===== src/rtl/pt_walker.sv =====
module pt_walker (
  input  logic        clk,
  input  logic        rst_n,
  input  logic        req_valid,
  input  logic [31:0] req_vaddr,
  input  logic        req_write,
  input  logic        req_user,
  input  logic [19:0] dir_frame,
  output logic        busy,
  output logic        done,
  output logic        fault,
  output logic        fault_prot,
  output logic        fault_lvl,
  output logic [31:0] out_paddr,
  output logic        out_large,
  output logic [3:0]  out_perm,
  output logic        out_dirty,
  output logic        mem_req,
  output logic        mem_we,
  output logic [31:0] mem_addr,
  output logic [31:0] mem_wdata,
  input  logic        mem_ack,
  input  logic [31:0] mem_rdata
);
  localparam int B_P = 0, B_W = 1, B_U = 2, B_WT = 3, B_CD = 4, B_A = 5, B_D = 6, B_L = 7;

  typedef enum logic [1:0] {S_IDLE, S_DIR, S_TBL, S_WB} st_t;
  st_t st;

  logic [31:0] va_q, addr_q, wb_q;
  logic        wr_q, usr_q, pw_q, pu_q;

  wire  [31:0] e      = mem_rdata;
  wire         at_dir = (st == S_DIR);
  wire         is_big = at_dir & e[B_L];
  wire         w_eff  = at_dir ? e[B_W] : (pw_q & e[B_W]);
  wire         u_eff  = at_dir ? e[B_U] : (pu_q & e[B_U]);
  wire         prot   = (wr_q & ~w_eff) | (usr_q & ~u_eff);
  wire  [31:0] upd    = e | (32'd1 << B_A) | (wr_q ? (32'd1 << B_D) : 32'd0);
  wire         final_rd = mem_ack & e[B_P] & ((st == S_TBL) | is_big);

  assign busy      = (st != S_IDLE);
  assign mem_req   = busy;
  assign mem_we    = (st == S_WB);
  assign mem_addr  = addr_q;
  assign mem_wdata = wb_q;

  always_ff @(posedge clk) begin
    if (!rst_n) begin
      st <= S_IDLE;
      done <= 1'b0;
      fault <= 1'b0;
      fault_prot <= 1'b0;
      fault_lvl <= 1'b0;
      out_paddr <= '0;
      out_large <= 1'b0;
      out_perm <= '0;
      out_dirty <= 1'b0;
      va_q <= '0;
      addr_q <= '0;
      wb_q <= '0;
      wr_q <= 1'b0;
      usr_q <= 1'b0;
      pw_q <= 1'b0;
      pu_q <= 1'b0;
    end else begin
      done  <= 1'b0;
      fault <= 1'b0;
      case (st)
        S_IDLE: if (req_valid) begin
          va_q   <= req_vaddr;
          wr_q   <= req_write;
          usr_q  <= req_user;
          addr_q <= {dir_frame, req_vaddr[31:22], 2'b00};
          st     <= S_DIR;
        end
        S_DIR, S_TBL: if (mem_ack) begin
          if (!e[B_P]) begin
            fault <= 1'b1;
            fault_prot <= 1'b0;
            fault_lvl <= ~at_dir;
            st <= S_IDLE;
          end else if (at_dir && !e[B_L]) begin
            pw_q   <= e[B_W];
            pu_q   <= e[B_U];
            addr_q <= {e[31:12], va_q[21:12], 2'b00};
            st     <= S_TBL;
          end else if (prot) begin
            fault <= 1'b1;
            fault_prot <= 1'b1;
            fault_lvl <= ~at_dir;
            st <= S_IDLE;
          end else begin
            out_paddr <= is_big ? {e[31:22], va_q[21:0]} : {e[31:12], va_q[11:0]};
            out_large <= is_big;
            out_perm  <= {e[B_CD], e[B_WT], u_eff, w_eff};
            out_dirty <= upd[B_D];
            wb_q      <= upd;
            if (upd != e) st <= S_WB;
            else begin
              done <= 1'b1;
              st <= S_IDLE;
            end
          end
        end
        S_WB: if (mem_ack) begin
          done <= 1'b1;
          st <= S_IDLE;
        end
        default: st <= S_IDLE;
      endcase
    end
  end

  AST_ONE_OUTCOME: assert property (@(posedge clk) disable iff (!rst_n) !(done && fault));
  AST_QUIET_WHILE_BUSY: assert property (@(posedge clk) disable iff (!rst_n) busy |-> !done && !fault);
  AST_MEM_HOLD: assert property (@(posedge clk) disable iff (!rst_n)
    mem_req && !mem_ack |=> mem_req && $stable(mem_addr) && $stable(mem_we) && $stable(mem_wdata));
  AST_WB_ACCESSED: assert property (@(posedge clk) disable iff (!rst_n) mem_req && mem_we |-> mem_wdata[B_A]);
  AST_WB_SAME_ENTRY: assert property (@(posedge clk) disable iff (!rst_n)
    mem_we && !$past(mem_we) |-> $stable(mem_addr));
  AST_WB_DIRTY: assert property (@(posedge clk) disable iff (!rst_n) mem_req && mem_we && wr_q |-> mem_wdata[B_D]);
  AST_FAULT_NO_WB: assert property (@(posedge clk) disable iff (!rst_n) fault |-> !$past(mem_we));
  AST_WB_ONLY_AFTER_READ: assert property (@(posedge clk) disable iff (!rst_n)
    mem_we && !$past(mem_we) |-> $past(mem_ack) && $past(mem_rdata[B_P]));
  AST_DONE_HAD_FINAL: assert property (@(posedge clk) disable iff (!rst_n)
    final_rd && !prot && !mem_we |=> done || mem_we);
endmodule


===== config.mk =====
export PLATFORM = sky130hd
export DESIGN_NAME = pt_walker
export DESIGN_NICKNAME = d
export VERILOG_FILES = /design/src/rtl/pt_walker.sv
export SDC_FILE = /design/constraint.sdc
export NUM_CORES = 1
export LEC_CHECK = 0
export ABC_CLOCK_PERIOD_IN_PS = 2400
export BUFFER_PORTS_ARGS = -buffer_cell sky130_fd_sc_hd__buf_2
export CORE_MARGIN = 2
export CORE_UTILIZATION = 38
export DETAILED_ROUTE_END_ITERATION = 6
export GPL_ROUTABILITY_DRIVEN = 1
export HOLD_SLACK_MARGIN = 0.12
export PLACE_DENSITY = 0.74
export SYNTH_ARGS = -nofsm -noshare
export SYNTH_HDL_FRONTEND = slang
export SYNTH_SLANG_ARGS = --single-unit

===== constraint.sdc =====
create_clock -name clk -period 2.4 [get_ports clk]
set_input_delay 0.36 -clock clk [delete_from_list [all_inputs] [get_ports clk]]
set_output_delay 0.36 -clock clk [all_outputs]
set_load 0.03 [all_outputs]

==> results by group <==
Power
  • Max VDD drop: around 0.5 mV
  • Total power: around 7 mW
  • Leak: 3.49 nW
  • PwrDens: 999 nW/um^2

STA
  • Post-route clock period utilization: 0.892
  • Max Freq: 467 MHz
  • Setup TNS Final: 0 ps
  • Max-slew violations: 0
  • Worst-margin pin slew: 611 ps
  • Relative slew slack: 0.592
  • Setup Viol. Count Final: 0
  • Max Clock Skew: 7.79 ps
  • Minimum clock period: 2140 ps
  • RSZ-0062 raised after global routing: false
  • Final hold violations: 0
  • Post-route setup slack: ~260 ps

Logic synthesis
  • Post-synthesis simple-gate area fraction: 0.174
  • Synth warnings: 0
  • Distinct cells, synth: 36
  • Post-synthesis xor/xnor area fraction: 0
  • Post-synthesis compound-gate area fraction: 0.165
  • Syn Std Cell Area: 5240 sq um
  • Adder-cell share of the synthesized area: 0.00717
  • #FFs+latches synth: 119
  • Register area share after synthesis: 0.455
  • Top cells by area, synth: dfxtp_1 (45%), mux2i_1 (12%), nand2_1 (8.4%)
  • Share of the synthesized area in the top cell type: 0.455
  • Main combinational cell family by area after synthesis: simple AND/OR/NAND/NOR gates
  • Cells after Synth: 572
  • Largest area contributor in the netlist: dfxtp_1
  • Mux cell area share after synthesis: 0.119
  • Avg Synthesized Cell Area: 9.15 sq um

Final layout
  • Diode count: 0
  • Finished Core Util: 0.512
  • Syn-to-layout area delta: 30.5%
  • Nets: 827
  • Most common cell after layout, fill and taps aside: buf_2
  • Most frequent cells in the layout: buf_2 (195), dfxtp_1 (119), nand2_1 (117)
  • Fill cells: 1,300
  • Share of cells above drive strength 1: 0.331

Place
  • Dpl hpwl: 10.5 mm
  • Routability cong.: 0.805
  • Count of input and output buffers: 196
  • Pre-CTS setup slack: between 200 and 300 ps

GRT
  • Total track usage: 0.199
  • Largest net degree at the start of global routing: 64
  • First-pass GRT wire length: about 23 mm
  • Total global routing overflow: 0
  • Antenna violations before repair: 0
  • Vias in the first global route: about 4,500

Floorplanning
  • CORE AREA: 13,300 sq um
  • Die ar.: 14,700 sq um
  • Chip Height: 121 um
  • Die width: 121 um
  • IO Pins: between 150 and 200
  • Initial core utilization: 0.392
  • # rows: 42

Detailed routing
  • Initial drt markers: 220
  • Pre-antenna DRT Iters: 4
  • Final wirelength: 14.7 mm
  • Wire per inst: 15.9 um
  • Vias: around 4,700
  • Routed vias/inst: about 5.1
  • Residual DRC count: 0
  • Number of routed nets with antenna violations: 0

CTS
  • Max Root-Sink Buffers: 2
  • Setup Fix Bufs, Post-CTS: 0
  • Clock Pin Slew Worst Setup and Hold Paths: approximately 50 ps
  • Later-pin clock latency in the skew report: 410 ps
  • Sinks on Clock Net: 119
  • CTS Buf Count: 17
  • Clock H-tree levels: 4
  • Root Buffer: clkbuf_16
  • Hold_buf cts: 0
  • Post-CTS resize count: 0
  • TritonCTS clock tree: built

Worst setup path
  • CP Capture Type: flip-flop
  • Worst reg2reg path depth: 7
  • Reg2Reg Capture Point: mem_wdata[6]
  • Critical Path Start Type: flip-flop
  • Kind of critical path: flip-flop to flip-flop
  • R2r setup slk: 260 ps
  • Reg2Reg Launch Point: st[0]
  • CP Max Fanout: 40
  • Worst EP required: 2690 ps
  • WP data arrival: between 2000 and 2500 ps

Min path
  • Min-Delay Path Depth: 3
  • Worst hold path type: input pin to flip-flop
  • Min-delay src: mem_rdata[11]
  • Hold endpoint: mem_wdata[11]

Flow run
  • Max-Cap Viols: 0

Status
  • Outcome: finished, final reports clean
==> sequential cells by signal, summed over array words and instances (netlist names), 2 cells and up <==
signal / flops
mem_wdata: 21
st: 2
out_paddr: 32
out_perm: 3
va_q: 22
mem_addr: 30
==> cell families (layout without fill, tap and decap cells) <==
logic type               Yosys count  in the layout
other                              1              2
AND/OR/NAND/NOR                  201            201
flip-flops                       119            119
AO/OA/AOI/OAI                    110            110
adder cells (fa/ha/maj)            3              3
buffers and inverters             76            249
multiplexers                      62             62
==> per-layer routing <==
| metal | routed length [um] | vias up | GRT usage |
|---|---|---|---|
| met2 | 6820 | 176 | 0.320 |
| met5 | 0 | - | 0 |
| met3 | 1240 | 15 | 0.0714 |
| met1 | 6400 | 2230 | 0.244 |
| li1 | - | 2316 | - |
| met4 | 193 | 0 | 0.0733 |
==> cell type report <==
cell class / instances / area [sq um] / area share
flip-flops and latches: 119 / 2380 / 0.349
multi-input cells: 378 / 2470 / 0.361
clock buffers: 18 / 439 / 0.0643
repair buffers: 210 / 1140 / 0.167
well taps: 176 / 220 / 0.0322
inverters: 8 / 30.0 / 0.00439
clock inverters: 13 / 155 / 0.0227
==> Yosys cell counts <==
master,number
a21o_1,1
o311a_1,1
o21ai_2,1
nor2_1,4
buf_6,7
nand3b_1,1
conb_1,1
a21oi_1,2
o21ai_0,28
o211a_1,40
ha_1,3
nand2_1,117
a22o_1,1
and2_1,2
mux2i_1,62
a21boi_0,25
and4_1,1
nor2b_1,2
o32ai_2,1
nand3_1,42
a221oi_2,1
buf_2,14
a31oi_1,1
buf_4,16
o21a_1,3
a211oi_1,1
o21ai_1,3
nand4_1,25
a41oi_1,1
dfxtp_1,119
nand2b_1,2
nor3b_1,1
and2_4,2
clkbuf_1,31
inv_1,8
or3_1,2
==> how the worst max path moves through the flow <==
stage | from | to | slack, ps
6_report | st[0] | mem_wdata[6] | 260
5_1_grt | st[1] | mem_wdata[6] | 140
4_1_cts | st[0] | mem_wdata[6] | 270
3_5_place_dp | st[0] | mem_wdata[6] | 280
3_3_place_gp | st[0] | mem_wdata[6] | 340
2_1_floorplan | st[0] | mem_wdata[4] | 530
==> through the flow <==
step | hold slack, ps | area (sq um) | cells
2_1_floorplan | 438 | 5240 | 573
3_3_place_gp | 442 | 6240 | 891
3_5_place_dp | 444 | 6240 | 891
4_1_cts | 178 | 6830 | 922
5_1_grt | 185 | 6830 | 922
6_report | 193 | 6830 | 922
==> power by group <==
| group | switching [mW] | leakage (nW) | internal (mW) |
|---|---|---|---|
| combinational | 1.24 | 2.23 | 0.675 |
| clock | 0.895 | 0.288 | 1.65 |
| sequential | 0.139 | 0.971 | 2.23 |
| total | 2.28 | 3.49 | 4.55 |
==> critical path, cell delays in order, from the launching register on <==
cell and delay [ps]:
dfxtp_1 380, inv_1 60, ha_2 390, nand2_1 120
a221oi_4 200, buf_4 420, nand2_1 150, o311a_1 300
Note: power is estimated with default switching activity, not from simulation.
